### src/rtl/clkmon_pkg.sv
package clkmon_pkg;
  localparam int unsigned DEF_STUCK_LIMIT = 32;
  localparam int unsigned DEF_SYNC_STAGES = 2;

  function automatic int unsigned cnt_width(input int unsigned limit);
    return (limit < 2) ? 1 : $clog2(limit + 1);
  endfunction
endpackage

### src/rtl/clkmon_rst_sync.sv
module clkmon_rst_sync (
  input  logic clk,
  input  logic rst_n_in,
  output logic rst_n_out
);
  logic [1:0] rst_q;

  always_ff @(posedge clk or negedge rst_n_in) begin
    if (!rst_n_in) rst_q <= 2'b00;
    else           rst_q <= {rst_q[0], 1'b1};
  end

  assign rst_n_out = rst_q[1];
endmodule

### src/rtl/clkmon_edge_sync.sv
module clkmon_edge_sync #(
  parameter int unsigned STAGES = clkmon_pkg::DEF_SYNC_STAGES
) (
  input  logic clk,
  input  logic rst_n,
  input  logic async_in,
  output logic edge_seen
);
  logic [STAGES:0] chain_q;
  logic [STAGES:0] chain_d;

  always_comb begin
    chain_d[0] = async_in;
  end

  genvar g;
  generate
    for (g = 1; g <= STAGES; g++) begin : g_stage
      always_comb chain_d[g] = chain_q[g-1];
    end
  endgenerate

  always_ff @(posedge clk or negedge rst_n) begin
    if (!rst_n) chain_q <= '0;
    else        chain_q <= chain_d;
  end

  // compare the last synchronized stage against the one before it
  assign edge_seen = chain_q[STAGES] ^ chain_q[STAGES-1];
endmodule

### src/rtl/clkmon_idle_cnt.sv
module clkmon_idle_cnt #(
  parameter int unsigned STUCK_LIMIT = clkmon_pkg::DEF_STUCK_LIMIT
) (
  input  logic clk,
  input  logic rst_n,
  input  logic enable,
  input  logic edge_seen,
  output logic fail
);
  localparam int unsigned CW = clkmon_pkg::cnt_width(STUCK_LIMIT);
  localparam logic [CW-1:0] LAST = CW'(STUCK_LIMIT - 1);

  logic [CW-1:0] cnt_q;
  logic [CW-1:0] cnt_d;
  logic          cnt_ce;
  logic          restart;

  always_comb begin
    fail    = enable && !edge_seen && (cnt_q == LAST);
    restart = !enable || edge_seen || fail;
    cnt_ce  = restart || (cnt_q != LAST);
    cnt_d   = restart ? '0 : cnt_q + 1'b1;
  end

  always_ff @(posedge clk or negedge rst_n) begin
    if (!rst_n)      cnt_q <= '0;
    else if (cnt_ce) cnt_q <= cnt_d;
  end
endmodule

### src/rtl/clkmon_ctrl.sv
module clkmon_ctrl (
  input  logic clk,
  input  logic rst_n,
  input  logic fail,
  input  logic flag_clr,
  input  logic osc_en_wr,
  input  logic osc_en_wdata,
  input  logic pll_src_ext,
  input  logic pll_is_sys,
  output logic osc_en,
  output logic stuck_flag,
  output logic pll_kill
);
  logic osc_q, osc_d, osc_ce;
  logic flag_q, flag_d, flag_ce;
  logic kill_q, kill_d, kill_ce;

  always_comb begin
    // failure wins over a clear in the same cycle
    flag_ce = fail || flag_clr;
    flag_d  = fail;

    kill_ce = fail || flag_clr;
    kill_d  = fail ? (kill_q || (pll_src_ext && pll_is_sys)) : 1'b0;

    // oscillator enable writes are locked out while the flag stands
    osc_ce  = fail || (osc_en_wr && !flag_q);
    osc_d   = fail ? 1'b0 : osc_en_wdata;
  end

  always_ff @(posedge clk or negedge rst_n) begin
    if (!rst_n) begin
      osc_q  <= 1'b0;
      flag_q <= 1'b0;
      kill_q <= 1'b0;
    end else begin
      if (osc_ce)  osc_q  <= osc_d;
      if (flag_ce) flag_q <= flag_d;
      if (kill_ce) kill_q <= kill_d;
    end
  end

  assign osc_en     = osc_q;
  assign stuck_flag = flag_q;
  assign pll_kill   = kill_q;
endmodule

### src/rtl/ext_clk_stuck_mon.sv
module ext_clk_stuck_mon #(
  parameter int unsigned STUCK_LIMIT = clkmon_pkg::DEF_STUCK_LIMIT,
  parameter int unsigned SYNC_STAGES = clkmon_pkg::DEF_SYNC_STAGES
) (
  input  logic clk_ref,
  input  logic rst_n,
  input  logic ext_clk,
  input  logic mon_en,
  input  logic irq_en,
  input  logic flag_clr,
  input  logic osc_en_wr,
  input  logic osc_en_wdata,
  input  logic pll_src_ext,
  input  logic pll_is_sys,
  output logic osc_en,
  output logic pll_kill,
  output logic stuck_flag,
  output logic nmi_req,
  output logic force_rc_sel,
  output logic rc_force_on
);
  logic rst_n_s;
  logic edge_seen;
  logic fail;

  clkmon_rst_sync u_rst (
    .clk       (clk_ref),
    .rst_n_in  (rst_n),
    .rst_n_out (rst_n_s)
  );

  clkmon_edge_sync #(.STAGES(SYNC_STAGES)) u_sync (
    .clk       (clk_ref),
    .rst_n     (rst_n_s),
    .async_in  (ext_clk),
    .edge_seen (edge_seen)
  );

  clkmon_idle_cnt #(.STUCK_LIMIT(STUCK_LIMIT)) u_cnt (
    .clk       (clk_ref),
    .rst_n     (rst_n_s),
    .enable    (mon_en),
    .edge_seen (edge_seen),
    .fail      (fail)
  );

  clkmon_ctrl u_ctrl (
    .clk          (clk_ref),
    .rst_n        (rst_n_s),
    .fail         (fail),
    .flag_clr     (flag_clr),
    .osc_en_wr    (osc_en_wr),
    .osc_en_wdata (osc_en_wdata),
    .pll_src_ext  (pll_src_ext),
    .pll_is_sys   (pll_is_sys),
    .osc_en       (osc_en),
    .stuck_flag   (stuck_flag),
    .pll_kill     (pll_kill)
  );

  assign nmi_req      = stuck_flag && irq_en;
  assign force_rc_sel = stuck_flag;
  assign rc_force_on  = mon_en;
endmodule

### config.mk
export PLATFORM = sky130hd
export DESIGN_NAME = ext_clk_stuck_mon
export DESIGN_NICKNAME = d
export VERILOG_FILES = /design/src/rtl/clkmon_pkg.sv /design/src/rtl/clkmon_rst_sync.sv /design/src/rtl/clkmon_edge_sync.sv /design/src/rtl/clkmon_idle_cnt.sv /design/src/rtl/clkmon_ctrl.sv /design/src/rtl/ext_clk_stuck_mon.sv
export SDC_FILE = /design/constraint.sdc
export NUM_CORES = 1
export LEC_CHECK = 0
export ABC_AREA = 1
export CAP_MARGIN = 25
export CORE_AREA = 2 2 39 41
export DETAILED_ROUTE_END_ITERATION = 8
export DIE_AREA = 0 0 41 43
export DONT_BUFFER_PORTS = 1
export GPL_ROUTABILITY_DRIVEN = 1
export HOLD_SLACK_MARGIN = 0.12
export PLACE_DENSITY = 0.72
export SYNTH_ARGS = -nofsm -noshare
export SYNTH_HDL_FRONTEND = slang
export SYNTH_SLANG_ARGS = --single-unit
### constraint.sdc
create_clock -name clk_ref -period 1.4 [get_ports clk_ref]
set_input_delay 0.28 -clock clk_ref [delete_from_list [all_inputs] [get_ports clk_ref]]
set_output_delay 0.28 -clock clk_ref [all_outputs]
set_load 0.02 [all_outputs]
==> run metrics, run 1 <==
maximum VDD drop 0.0007140 V; Synth area leaders dfrtp_1 54%, nand2_1 10%, inv_1 5.8%, nor2_2 4.8%, nor2_4 3.5%; DP Worst Slack roughly 0.18 ns; worst setup path class register to register; Pleak between 0.3 and 0.4 nW; hold path start flag_clr; dpl cell area 658.1 um^2; first-pass GRT wire length 1656 um; leading area contributor after synthesis dfrtp_1; post-synthesis adder-cell area fraction 0.01938; CTS clock-pin slew for the worst setup and hold paths around 0.080 ns; Post-Syn Instances a little under 70; Resized Gates After CTS 0; GRT Overall Usage 0.1515; mapped cell area between 600 and 700 um^2; mux share of post-synthesis cell area 0; # DRC 0; Hold Path Depth 3; Die W around 41 um; register bit total from synthesis 14; crit-path max FO 5; post-DR wirelength/cell 10.42 um; filler cell count 130; fin cells 90; Final Power approximately 0.75 mW; fin. max-slew vios 0; FF+latch area 350.3 um^2; cts bufs inserted 3; crit path DAT around 1.4 ns; hold_buf cts 2; initial antenna violation count 0; Area Growth Syn to Fin 10.66%; outcome complete, no violations; PD cells 1053 nW/um^2; Finished Core Util 0.5163; DR vias/cell 4.856; R2R setup slack 0.18 ns; Yosys top cell area share 0.5426; minimum clock period about 1.2 ns; Max Freq 819.1 MHz; IO Pins 16; total grt overflow 0; setup_tns 0 ns; die height about 43 um; WL final between 900 and 1000 um; main combinational cell family by area after synthesis simple AND/OR/NAND/NOR gates; clock buffer depth 2; Starting Density 0.4665; CTS sink count 14; critical path data required time 1.57 ns; Die ar. 1763 um^2; Worst Hold Endpoint u_ctrl.pll_kill$_DFFE_PN0P_; Worst Skew 0.005794 ns; Simple-Gate Fraction of Synth Area 0.2849; placed cells 84; Min Hold Slack 0.1649 ns; Buffers on Ports 0; Net Count, Synth 80; drt initial violations 0; worst skew pair latency 0.27 ns; Setup crit start kind register; final period utilization 0.8721; setup bufs post-CTS 0; RR Startpoint u_cnt.cnt_q[0]$_DFFE_PN0P_; R2R Path End u_cnt.cnt_q[0]$_DFFE_PN0P_; Synth Area in Compound Gates 0.03295; XOR/XNOR share of the synthesized area 0.02713; yosys warns 0; Placer Congestion between 0.7 and 0.8; final setup fails 0; number of cell rows 14; CTS root buf clkbuf_4; detailed placer's ending HPWL 756.6 um; area of the multi-input gates 239.0 um^2; Avg Cell Area, Syn 9.357 um^2; max cap viols 0; first-pass iteration count of the detailed router 1; CP endpoint kind register; Final ANT Viol Nets 0; layout net count between 80 and 90; number of global-route vias before repair 425; reg2reg path depth 6; final hold violation count 0; number of diodes 0; TritonCTS clock tree done; distinct cell type count after synthesis 20; RSZ-0062 raised after global routing no; H-tree Lvls 1; fin area 714.4 um^2; layout cells sized above 1 0.2162; Seq/Total Area, Yosys 0.5426; final worst slack about 0.18 ns; via count 437; Placeable Area 1384 um^2; min-delay worst type primary input to register; pin count of the biggest net entering global routing 13
worst max path at each step:
stage                                           from                         end  depth (start not counted)
after floorplan           u_cnt.cnt_q[0]$_DFFE_PN0P_  u_cnt.cnt_q[0]$_DFFE_PN0P_                          6
after global placement    u_cnt.cnt_q[0]$_DFFE_PN0P_  u_cnt.cnt_q[0]$_DFFE_PN0P_                          6
after detailed placement  u_cnt.cnt_q[0]$_DFFE_PN0P_  u_cnt.cnt_q[0]$_DFFE_PN0P_                          6
after CTS                 u_cnt.cnt_q[0]$_DFFE_PN0P_  u_cnt.cnt_q[0]$_DFFE_PN0P_                          6
after global routing      u_cnt.cnt_q[0]$_DFFE_PN0P_  u_cnt.cnt_q[0]$_DFFE_PN0P_                          6
final                     u_cnt.cnt_q[0]$_DFFE_PN0P_  u_cnt.cnt_q[0]$_DFFE_PN0P_                          6
cells in the final DEF, fill, tap and decap left out, drive strengths merged, types with 2 or more instances in the layout:
cell type	synthesis	final
nand2	19	19
dfrtp	14	14
inv	11	11
nor2	9	9
nand3	5	5
clkbuf	0	4
dlygate4sd3	0	2
cells in the mapped netlist:
cell and number:
nand2_1 18, nand3b_1 1, inv_1 10, xor2_1 1, inv_2 1, ha_1 1
buf_4 2, nand3_2 1, conb_1 1, a21oi_1 1, nand4_1 1, dfrtp_1 14
nand2_4 1, nor2_4 2, xnor2_1 1, nor2_2 5, nand3_1 4, a21boi_0 1
o21ai_2 1, nor2_1 2
area by class of cell:
class                           count  area share
Timing Repair Buffer                3     0.03853
Multi-Input combinational cell     42      0.3345
Clock buffer                        4     0.05079
Inverter                           11     0.05779
Tap cell                           16     0.02802
Sequential cell                    14      0.4904
where the power goes:
group          switching [mW]  internal, mW  total (mW)
Clock                   0.121         0.158       0.279
Sequential             0.0179         0.418       0.435
Combinational          0.0218        0.0163      0.0381
Total                   0.160         0.592       0.752
flip-flops by register name, indices dropped and copies added, names as in the netlist:
| name | flops |
|---|---|
| u_cnt.cnt_q | 6 |
| u_ctrl.osc_en | 1 |
| u_ctrl.pll_kill | 1 |
| u_ctrl.stuck_flag | 1 |
| u_rst.rst_q | 2 |
| u_sync.chain_q | 3 |
layer usage:
metal	up-vias	GRT usage	wire (um)
met5	-	0	0
met4	0	0.1000	18
met3	2	0.07853	67
met2	19	0.2313	483
met1	199	0.1507	368
li1	217	-	-
worst max-delay path, stage by stage (launching register included):
cell and delay, ns:
dfrtp_1 0.41, ha_1 0.24, nand3_2 0.12, nor2_4 0.12, inv_2 0.07, nand2_4 0.10
nor2_1 0.05
kinds of logic (layout without fill, tap and decap cells):
group / after synthesis / after routing
DFF: 14 / 14
and+or+nand+nor: 35 / 35
xor gates and xnor gates: 2 / 2
adders and majority gates: 1 / 1
AOI/OAI and AO/OA: 3 / 3
buffers and inverters: 13 / 18
other: 1 / 1
Power figures use the tool's default switching activity.
==> inputs of run 2 (changes only) <==
--- a/config.mk
+++ b/config.mk
@@ -16,2 +16,3 @@
 export PLACE_DENSITY = 0.72
+export SKIP_LAST_GASP = 1
 export SYNTH_ARGS = -nofsm -noshare
==> constraint.sdc (replaced) <==
create_clock -name clk_ref -period 1.4 [get_ports clk_ref]
set_input_delay 0.07 -clock clk_ref [delete_from_list [all_inputs] [get_ports clk_ref]]
set_output_delay 0.07 -clock clk_ref [all_outputs]
set_load 0.02 [all_outputs]
==> run 2 against run 1 <==
Effect of this change:
- cell count is 8.9% higher
- clock skew is 0.0028 ns lower
- via count is 5.3% higher
- setup slack worse by 0.0084 ns
- final area is 11% higher
- wire length is 17% higher
- first-iteration DRC count is 5 higher
- sequential share of layout area is 4.8 points lower
- largest power group unchanged
==> run metrics, run 2 (synthesized netlist as in run 1, its figures left out) <==
outcome complete, no violations; post-DR wirelength/cell 11.18 um (+7.3%); Final ANT Viol Nets 0 (unchanged); RSZ-0062 raised after global routing no; via count 460 (+5.3%); CTS root buf clkbuf_4; drt initial violations 5 (+5); filler cell count 125 (-3.8%); Max Freq 813.5 MHz (-0.68%); crit-path max FO 4 (-1); H-tree Lvls 1 (unchanged); cts bufs inserted 3 (unchanged); first-pass iteration count of the detailed router 4 (+3); CP endpoint kind primary output; DR vias/cell 4.694 (-3.3%); initial antenna violation count 0 (unchanged); Placer Congestion 0.7753 (+3.0%); fin cells 98 (+8.9%); placed cells 84 (unchanged); worst skew pair latency 0.27 ns (about the same); Placeable Area 1384 um^2 (unchanged); PD cells 976.0 nW/um^2 (-7.3%); first-pass GRT wire length 1683 um (+1.6%); die height 43 um (unchanged); Largest Register u_cnt.cnt_q; Pleak 0.3775 nW (+10%); number of cell rows 14 (unchanged); setup_tns 0 ns (unchanged); final hold violation count 0 (unchanged); leading registers by flop count u_cnt.cnt_q: 6 flops, u_sync.chain_q: 3 flops, u_rst.rst_q: 2 flops; CTS sink count 14 (unchanged); crit path DAT 1.16 ns (-0.23 ns); Setup crit start kind register; WL final 1096 um (+17%); TritonCTS clock tree done; minimum clock period 1.229 ns (+0.008379 ns); Starting Density 0.4665 (unchanged); number of diodes 0 (unchanged); detailed placer's ending HPWL 734.6 um (-2.9%); CTS clock-pin slew for the worst setup and hold paths 0.08 ns (about the same); IO Pins 16 (unchanged); max cap viols 0 (unchanged); leading cell type in the layout, fill and taps excluded nand2_1; min-delay worst type primary input to primary output; layout net count 94 (+9.3%); GRT Overall Usage 0.1560 (+0.004479); most frequent cells in the layout 18 x nand2_1, 14 x dfrtp_1, 9 x inv_1, 9 x dlygate4sd3_1, 5 x nor2_2; Min Hold Slack 0.1401 ns (-0.02485 ns); pin count of the biggest net entering global routing 13 (unchanged); final period utilization 0.8781 (+0.005985); total grt overflow 0 (unchanged); critical path data required time 1.33 ns (-0.24 ns); clock buffer depth 2 (unchanged); Buffers on Ports 0 (unchanged); max reg flops 6 (unchanged); number of global-route vias before repair 455 (+7.1%); worst setup path class register to primary output; Die W 41 um (unchanged); final setup fails 0 (unchanged); # DRC 0 (unchanged); layout cells sized above 1 0.2195 (+0.003296); Area Growth Syn to Fin 22.67%; maximum VDD drop 0.0006447 V (-9.7%); Worst Skew 0.003033 ns (-0.002761 ns); fin. max-slew vios 0 (unchanged); Die ar. 1763 um^2 (unchanged)
==> run 2: path summary, 6_finish.rpt <==
path,from,to,slack (ns),depth (start not counted)
max,u_ctrl.stuck_flag$_DFFE_PN0P_,nmi_req,0.17,4
max reg2reg,u_cnt.cnt_q[0]$_DFFE_PN0P_,u_cnt.cnt_q[0]$_DFFE_PN0P_,0.17,6
max in group asynchronous,rst_n,u_rst.rst_q[1]$_DFF_PN0_,0.72,2
min in group asynchronous,u_rst.rst_q[1]$_DFF_PN0_,u_sync.chain_q[1]$_DFF_PN0_,0.20,0
min,mon_en,rc_force_on,0.14,0
min reg2reg,u_rst.rst_q[1]$_DFF_PN0_,u_sync.chain_q[1]$_DFF_PN0_,0.20,0
==> run 2: layout make-up <==
type | count | area (um^2) | area share
flip-flops and latches | 14 | 350.3 | 0.4423
inverters | 11 | 41.29 | 0.05213
clock buffers | 4 | 36.28 | 0.04581
multi-input cells | 42 | 239.0 | 0.3017
repair buffers | 11 | 105.1 | 0.1327
well taps | 16 | 20.02 | 0.02528
==> run 2: routing by layer <==
metal | vias to the layer above | track usage | wire length, um
met5 | - | 0 | 0
met4 | 0 | 0.1400 | 18
met3 | 2 | 0.04712 | 57
met2 | 13 | 0.2531 | 600
met1 | 212 | 0.1419 | 419
li1 | 233 | - | -
==> run 2: report_power, final <==
group	total (mW)	internal (mW)	switching [mW]
Sequential	0.436	0.418	0.0184
Clock	0.283	0.158	0.124
Combinational	0.0545	0.0290	0.0254
==> run 2: through the flow <==
step | area (um^2) | utilization | power (mW) | setup slack [ns]
global route | 792.0 | 0.5723 | 0.8169 | 0.06927
global placement | 658.1 | 0.4756 | 0.4762 | 0.2291
floorplan | 645.6 | - | 0.4731 | 0.2819
detailed placement | 658.1 | 0.4756 | 0.4777 | 0.1859
finish | 792.0 | 0.5723 | 0.7730 | 0.1707
CTS | 784.5 | 0.5669 | 0.7880 | 0.01774
==> run 2: timing repair <==
| action | 4_1_cts | 5_1_grt |
|---|---|---|
| hold buffers | 9 | 1 |
| gates resized for setup | 0 | 1 |
| setup endpoints to repair | 0 | 1 |
| hold endpoints to repair | 12 | 1 |
| setup buffers | 0 | 1 |
==> run 2: critical path, cell delays in order (launching register included) <==
cell and delay, ns:
dfrtp_1 0.40, buf_4 0.14, buf_4 0.17, nand2_1 0.08, inv_1 0.10
